<file path="src/rtl/lsau_pkg.sv">
package lsau_pkg;
  localparam int DATA_W = 32;
  localparam int IMM_W  = 12;

  typedef enum logic [1:0] {
    SH_LSL  = 2'b00,
    SH_LSR  = 2'b01,
    SH_ASR  = 2'b10,
    SH_NONE = 2'b11
  } shift_kind_e;
endpackage

</file>
<file path="src/rtl/lsau_shifter.sv">
module lsau_shifter
  import lsau_pkg::*;
#(
  parameter int W = 32
) (
  input  logic [W-1:0]         din,
  input  shift_kind_e          kind,
  input  logic [$clog2(W)-1:0] amt,
  output logic [W-1:0]         dout
);
  localparam int AW = $clog2(W);

  logic [AW:0][W-1:0] lstage;
  logic [AW:0][W-1:0] rstage;
  logic               fill;

  assign fill      = (kind == SH_ASR) ? din[W-1] : 1'b0;
  assign lstage[0] = din;
  assign rstage[0] = din;

  // One stage per amount bit; stage i moves the data by 2**i positions.
  for (genvar i = 0; i < AW; i++) begin : g_stage
    localparam int S = 1 << i;
    assign lstage[i+1] = amt[i] ? {lstage[i][W-1-S:0], {S{1'b0}}} : lstage[i];
    assign rstage[i+1] = amt[i] ? {{S{fill}}, rstage[i][W-1:S]}   : rstage[i];
  end

  always_comb begin
    unique case (kind)
      SH_LSL:  dout = lstage[AW];
      SH_LSR:  dout = rstage[AW];
      SH_ASR:  dout = rstage[AW];
      default: dout = din;
    endcase
  end

  always_comb begin
    if (kind == SH_ASR && din[W-1]) begin
      p_asr_sign_r8: assert (dout[W-1]) else $error("ASR lost sign");
    end
    if (amt == '0) begin
      p_zero_amt_r7: assert (dout == din) else $error("zero shift altered data");
    end
  end
endmodule

</file>
<file path="src/rtl/lsau_offset.sv">
module lsau_offset
  import lsau_pkg::*;
#(
  parameter int W   = 32,
  parameter int IW  = 12
) (
  input  logic [IW-1:0]        imm,
  input  logic [W-1:0]         rval,
  input  logic                 use_reg,
  input  shift_kind_e          kind,
  input  logic [$clog2(W)-1:0] amt,
  output logic [W-1:0]         offset
);
  localparam int PAD = W - IW;

  logic [W-1:0] shifted;

  lsau_shifter #(.W(W)) u_shift (
    .din  (rval),
    .kind (kind),
    .amt  (amt),
    .dout (shifted)
  );

  assign offset = use_reg ? shifted : {{PAD{1'b0}}, imm};

  always_comb begin
    if (!use_reg) begin
      p_imm_zext_r6: assert (offset[W-1:IW] == '0) else $error("imm not zero-extended");
    end
  end
endmodule

</file>
<file path="src/rtl/lsau_addsub.sv">
module lsau_addsub #(
  parameter int W = 32
) (
  input  logic [W-1:0] base,
  input  logic [W-1:0] offset,
  input  logic         up,
  output logic [W-1:0] result
);
  logic [W-1:0] operand;
  logic         cin;

  // Subtraction as base + ~offset + 1 keeps a single carry chain.
  assign operand = up ? offset : ~offset;
  assign cin     = ~up;
  assign result  = base + operand + {{(W-1){1'b0}}, cin};

  always_comb begin
    if (up) begin
      p_add_inverse_r2: assert (W'(result - offset) == base) else $error("add mismatch");
    end else begin
      p_sub_inverse_r2: assert (W'(result + offset) == base) else $error("sub mismatch");
    end
  end
endmodule

</file>
<file path="src/rtl/lsau_top.sv">
module lsau_top
  import lsau_pkg::*;
#(
  parameter int W       = DATA_W,
  parameter int IW      = IMM_W,
  parameter bit OUT_REG = 1'b1
) (
  input  logic                 clk,
  input  logic                 rst,
  input  logic                 in_valid,
  input  logic [W-1:0]         base,
  input  logic [IW-1:0]        imm12,
  input  logic [W-1:0]         off_reg,
  input  logic                 use_reg,
  input  logic [1:0]           shift_kind,
  input  logic [$clog2(W)-1:0] shift_amt,
  input  logic                 up,
  input  logic                 pre,
  input  logic                 wback,
  output logic                 out_valid,
  output logic [W-1:0]         acc_addr,
  output logic [W-1:0]         wb_value,
  output logic                 wb_en
);
  logic [W-1:0] offset;
  logic [W-1:0] moved;
  logic [W-1:0] addr_c;
  logic         wben_c;

  lsau_offset #(.W(W), .IW(IW)) u_off (
    .imm     (imm12),
    .rval    (off_reg),
    .use_reg (use_reg),
    .kind    (shift_kind_e'(shift_kind)),
    .amt     (shift_amt),
    .offset  (offset)
  );

  lsau_addsub #(.W(W)) u_add (
    .base   (base),
    .offset (offset),
    .up     (up),
    .result (moved)
  );

  assign addr_c = pre ? moved : base;
  assign wben_c = in_valid & (~pre | wback);

  if (OUT_REG) begin : g_reg
    always_ff @(posedge clk) begin
      if (rst) begin
        out_valid <= 1'b0;
        wb_en     <= 1'b0;
        acc_addr  <= '0;
        wb_value  <= '0;
      end else begin
        out_valid <= in_valid;
        wb_en     <= wben_c;
        if (in_valid) begin
          acc_addr <= addr_c;
          wb_value <= moved;
        end
      end
    end

    p_post_base_r4: assert property (@(posedge clk) disable iff (rst)
      (in_valid && !pre) |=> (acc_addr == $past(base)));
    p_pre_same_r3: assert property (@(posedge clk) disable iff (rst)
      (in_valid && pre) |=> (acc_addr == wb_value));
    p_post_wb_r5: assert property (@(posedge clk) disable iff (rst)
      (in_valid && !pre) |=> wb_en);
    p_plain_nowb_r5: assert property (@(posedge clk) disable iff (rst)
      (in_valid && pre && !wback) |=> !wb_en);
    p_idle_hold_r10: assert property (@(posedge clk) disable iff (rst)
      !in_valid |=> (!out_valid && !wb_en && $stable(acc_addr) && $stable(wb_value)));
    p_valid_follow_r9: assert property (@(posedge clk) disable iff (rst)
      in_valid |=> out_valid);
  end else begin : g_comb
    assign out_valid = in_valid & ~rst;
    assign wb_en     = wben_c & ~rst;
    assign acc_addr  = rst ? '0 : addr_c;
    assign wb_value  = rst ? '0 : moved;
  end
endmodule

</file>
<file path="config.mk">
export PLATFORM = sky130hd
export DESIGN_NAME = lsau_top
export DESIGN_NICKNAME = d
export VERILOG_FILES = /design/src/rtl/lsau_pkg.sv /design/src/rtl/lsau_shifter.sv /design/src/rtl/lsau_offset.sv /design/src/rtl/lsau_addsub.sv /design/src/rtl/lsau_top.sv
export SDC_FILE = /design/constraint.sdc
export NUM_CORES = 1
export LEC_CHECK = 0
export ABC_AREA = 0
export BUFFER_PORTS_ARGS = -buffer_cell sky130_fd_sc_hd__buf_2
export CAP_MARGIN = 25
export CORE_UTILIZATION = 35
export DETAILED_ROUTE_END_ITERATION = 10
export PLACE_DENSITY = 0.54
export SKIP_LAST_GASP = 1
export SLEW_MARGIN = 20
export SYNTH_ARGS = -nofsm -noshare
export SYNTH_HDL_FRONTEND = slang
export SYNTH_SLANG_ARGS = --single-unit
</file>
<file path="constraint.sdc">
create_clock -name clk -period 9.75 [get_ports clk]
set_clock_uncertainty 0.05 [all_clocks]
set_input_delay 2.925 -clock clk [delete_from_list [all_inputs] [get_ports clk]]
set_output_delay 2.925 -clock clk [all_outputs]
set_load 0.01 [all_outputs]
</file>
Yosys cells after proc, flatten, opt, wreduce, memory -nomap -nowiden

Index checks and enable logic that the tools add are counted.

Add/sub/neg operators: 2
Equality and inequality tests: 2
Muxes and demuxes: 15
Bitwise logic cells: 5
Reduce and logical (&&, ||, !) cells: 2

Operators by type and width:

| kind                                           | count |
|---|---|
| 2-to-1 mux 32 bit                              | 13 |
| case mux 32 bit (2 select lines)               | 1 |
| adder 32 x 1 -> 32 bit                         | 1 |
| adder 32 bit                                   | 1 |
| inverter 32 bit                                | 1 |
| == test 2 x 1 -> 1 bit (second input constant) | 1 |
| == test 2 bit (second input constant)          | 1 |
| zero test 2 bit                                | 1 |
| inverter 1 bit                                 | 2 |
| OR reduction 2 bit                             | 1 |
| AND 1 bit                                      | 1 |
| 2-to-1 mux 1 bit                               | 1 |
| OR 1 bit                                       | 1 |

Bits in registers: 66
Input bits: 90
Output and inout port bits: 66
Logic and storage cells: 30

Logic depth before layout (Yosys ltp)

Depth in word-level cells: 14
Depth in mapped cells: 27
Gate-level depth less buffers: 24

Hierarchy

From an unflattened synthesis, not the netlist that was laid out.

Cells, all modules: 1199
Area total of the unflattened synthesis: 10538.9 sq um

By module, submodules not included:

| module       | times used | cells an instance | area each (sq um) | sequential area each (sq um) |
|---|---|---|---|---|
| lsau_shifter | 1          | 634               | 5293.8            | 0.0 |
| lsau_top     | 1          | 251               | 2796.4            | 1321.3 |
| lsau_addsub  | 1          | 279               | 2129.5            | 0.0 |
| lsau_offset  | 1          | 35                | 319.1             | 0.0 |

Least setup slack after synthesis

No wires, ideal clock.

Path kind: in2reg
Start point: input shift_amt[0]
End point: register acc_addr[30]
Data arrival time: 8198 ps
Required time: 9614 ps
Setup slack: 1416 ps
Stages: 27
Buffers on the path: 4
Path through: buf_2 -> buf_2 -> buf_2 -> buf_2 -> mux2i_1 -> mux2i_1 -> nor2_1 -> a21oi_1 -> a21oi_1 -> a211oi_1 -> a21oi_1 -> o21ai_0 -> mux2i_1 -> xnor2_1 -> inv_1 -> fa_1 -> nor2b_1 -> o21a_1 -> o21ai_0 -> a21oi_1 -> o21ai_0 -> a2111oi_1 -> o41ai_1 -> o21ai_1 -> a21oi_1 -> or4b_2 -> a211oi_1

Word-level cells in the longest chain between the ends: 12
Elaborated cells on any way between the ends: 17
Classes of those cells: 2 x add/sub; 14 x mux; 1 x bitwise

RTL lines:

| element                                                   | line                                   | text |
|---|---|---|
| start: declaration                                        | lsau_top.sv:16                         | `input logic [$clog2(W)-1:0] shift_amt,` |
| 2-to-1 mux 32 bit, on equally long branches (5 in series) | lsau_shifter.sv:25, lsau_shifter.sv:24 |  |
| case mux 32 bit (2 select lines) (*)                      | lsau_shifter.sv:29                     | `unique case (kind)` |
| 2-to-1 mux 32 bit (*)                                     | lsau_offset.sv:25                      | `assign offset = use_reg ? shifted : {{PAD{1'b0}}, imm};` |
| inverter 32 bit                                           | lsau_addsub.sv:13                      | `assign operand = up ? offset : ~offset;` |
| 2-to-1 mux 32 bit (*)                                     | lsau_addsub.sv:13                      |  |
| adder 32 bit (*)                                          | lsau_addsub.sv:15                      | `assign result = base + operand + {{(W-1){1'b0}}, cin};` |
| adder 32 x 1 -> 32 bit (*)                                | lsau_addsub.sv:15                      |  |
| 2-to-1 mux 32 bit (*)                                     | lsau_top.sv:46                         | `assign addr_c = pre ? moved : base;` |
| end signal: assignment                                    | lsau_top.sv:60                         | `acc_addr <= addr_c;` |
| end: declaration                                          | lsau_top.sv:21                         | `output logic [W-1:0] acc_addr,` |

Mark *: on every way between the ends. The rest lies on a longest branch, timed or not.
A chain may end at the register's enable or synchronous reset.

Worst setup path after layout

Same ends and word-level chain as after synthesis.

==> flow_summary.json <==
{
  "dp.cells": 1564,
  "start_util": 0.356,
  "critical_path_buf_inv_count": 2,
  "synth_ff_type": "dfxtp_1",
  "cp_data_required_time_ns": 9.95,
  "cts_tree": "done",
  "drt_iter0_drc": 874,
  "hold_buffers": 0,
  "clock_latency_ns": 0.33,
  "finalSetupViolCount": 0,
  "worstSetupEndpointType": "flop",
  "drc_errors": 0,
  "crit_top_cell": "o21ai_0",
  "drive_gt1_frac": 0.206,
  "critical-path-max-stage-delay_ns": 0.66,
  "synth.net_count": 1282,
  "layout_common_cells": "nor2_1, buf_2, mux2i_1, nand2_1, o21ai_0",
  "rsz0062_at_grt": "no",
  "synth_seq_cells": 66,
  "wl_um": 31200,
  "final_net_count": 1375,
  "cpMaxStageDelayCell": "a2111oi_1",
  "grt_pass1_vias": 8370,
  "synth_top_cells_by_area": "dfxtp_1, mux2i_1, mux4_2",
  "io_buffers": 155,
  "post_cts_buffers": 0,
  "fin_setup_tns_ns": 0,
  "n_antenna_cell": 0,
  "synth.largest_area_cell": "dfxtp_1",
  "slew_headroom": 0.360,
  "fmax_ghz": 0.113,
  "clk_pin_slew_ns": 0.06,
  "gp_routability_congestion": 0.970,
  "cp_top_family": "compound AO/OA/AOI/OAI gates",
  "ys_warn_count": 0,
  "dpl-instance-area_um2": 9620,
  "worstMarginPinSlew_ns": 0.946,
  "hold_ws_ns": 0.417,
  "crit_type": "primary input to flop",
  "hp-class": "flop to flop",
  "maxCapViolCount": 0,
  "finalHoldViolations": 0,
  "first_pass_iters": 7,
  "wl_per_cell_um": 19.8,
  "post-route-period-util": 0.908,
  "grt-ovfl-total": 0,
  "die_w_um": 159,
  "powerDensity_nw_per_um2": 136,
  "htree_levels": 3,
  "cts_resized": 0,
  "postRouteAntennaNets": 0,
  "vdd_drop_max_uv": 101,
  "antenna_found_initial": 0,
  "syn_avg_cell_area_um2": 7.47,
  "p_clk_frac": 0.243,
  "ioPinCount": 156,
  "yosysUniqueCellTypes": 67,
  "cp.arrival_ns": 9.05,
  "status": "completed",
  "root_buffer": "clkbuf_16",
  "cell_internal_pwr_uw": 792,
  "vias": 9178,
  "fin_area_um2": 9920,
  "p_leak_nw": 4.30,
  "worst_setup_path_start_kind": "primary input",
  "p_comb_frac": 0.515,
  "grt_util_all_layers": 0.241,
  "grt_pass1_wl_um": 48300,
  "drv_slew": 0,
  "grt_max_degree": 76,
  "cts_buffer_depth": 2,
  "syn-cell-area_um2": 8650,
  "swShare": 0.413,
  "synthArstFlopShare": 0,
  "cp_cell_sequence": "buf_4 > buf_12 > mux2i_1 > o21ai_0 > o21ai_0 > a21oi_1 > a21oi_1 > a2bb2oi_1 > o21ai_0 > mux2i_1 > xnor2_1 > ha_1 > nor2b_1 > o21a_1 > o21ai_0 > a21oi_1 > o21ai_0 > a2111oi_1 > o41ai_1 > o21ai_1 > a21oi_1 > or4b_2 > a211oi_1",
  "syn_to_final_growth_pct": 14.6,
  "die_y_um": 159,
  "synth_edf_count": 0,
  "post_drt_via_cell_ratio": 5.81,
  "clock-sinks": 66,
  "core_region_area_um2": 24300,
  "netSwitchingPower_uw": 556,
  "cts_buffers": 9,
  "hpwl_um": 24400,
  "path_max_fanout": 44,
  "yosysSeqAreaShare": 0.153,
  "final_cells": 1580,
  "power_frac_seq": 0.242,
  "finalCriticalPeriod_ns": 8.85,
  "synth_top_area_frac": 0.153,
  "row_count": 57,
  "final_common_cell": "nor2_1",
  "dieArea_um2": 25400,
  "syn_inst": 1158
}
[routing by layer]
| metal | part of all wire | track usage |
|---|---|---|
| met2 | 0.44 | 0.368 |
| met1 | 0.46 | 0.349 |
| met5 | 0 | 0 |
| met4 | 0.030 | 0.0883 |
| met3 | 0.071 | 0.0229 |
[per-stage QoR]
step                power, mW  utilization  worst slack (ns)
floorplan               0.811            -              1.42
global placement         1.02        0.395             0.762
detailed placement       1.02        0.395             0.618
CTS                      1.35        0.408             0.962
global route             1.44        0.408             0.477
finish                   1.35        0.408             0.897
[worst reg2reg max path, delay by kind of cell, from the launching register on]
kind,cells,cell delay (ns)
simple gates,1,0.15
compound gates,2,0.23
flops,1,0.30
[cells by family (layout without fill, tap and decap cells)]
family | after synthesis | in the layout | synth area share
buffers and inverters | 122 | 220 | 0.0575
and+or+nand+nor | 348 | 348 | 0.171
AOI/OAI and AO/OA | 364 | 364 | 0.266
xor gates and xnor gates | 57 | 57 | 0.0577
muxes | 167 | 167 | 0.245
adders and majority gates | 34 | 34 | 0.0500
DFF | 66 | 66 | 0.153
[sequential cells by signal, summed over array words and instances, names as in the netlist]
register,flops
acc_addr,32
out_valid,1
wb_en,1
wb_value,32
[power by group through the flow]
stage	combinational, mW	clock, mW	sequential [mW]
3_3_place_gp	0.685	0	0.332
3_5_place_dp	0.685	0	0.332
2_1_floorplan	0.462	0	0.349
5_1_grt	0.759	0.348	0.331
4_1_cts	0.688	0.335	0.326
6_report	0.694	0.328	0.326
[cells in the mapped netlist, types with 14 or more instances]
library cell / n
a211oi_1: 33
a21oi_1: 91
a31oi_1: 17
buf_1: 25
clkbuf_1: 55
dfxtp_1: 66
ha_1: 33
inv_1: 26
mux2_2: 19
mux2i_1: 114
mux4_2: 33
nand2_1: 105
nand2b_1: 14
nor2_1: 167
nor3_1: 15
o211ai_1: 20
o21ai_0: 102
o22ai_1: 17
xnor2_1: 50
[cell type report]
cell class / instances / area [um2]
clock inverters: 6 / 65.1
repair buffers: 176 / 951
clock buffers: 10 / 239
inverters: 28 / 105
fillers: 2581 / 14400
well taps: 324 / 405
multi-input cells: 970 / 6840
flip-flops and latches: 66 / 1320
[path summary, 6_finish.rpt]
kind / startpoint / endpoint / slack [ns] / depth (start not counted)
setup / recovery: shift_amt[0] / acc_addr[30] / 0.90 / 23
hold / removal: wb_value[29] / wb_value[29] / 0.42 / 2
setup reg to reg: acc_addr[9] / acc_addr[9] / 8.88 / 3
hold reg to reg: wb_value[29] / wb_value[29] / 0.42 / 2
(Power assumes the default switching activity.)
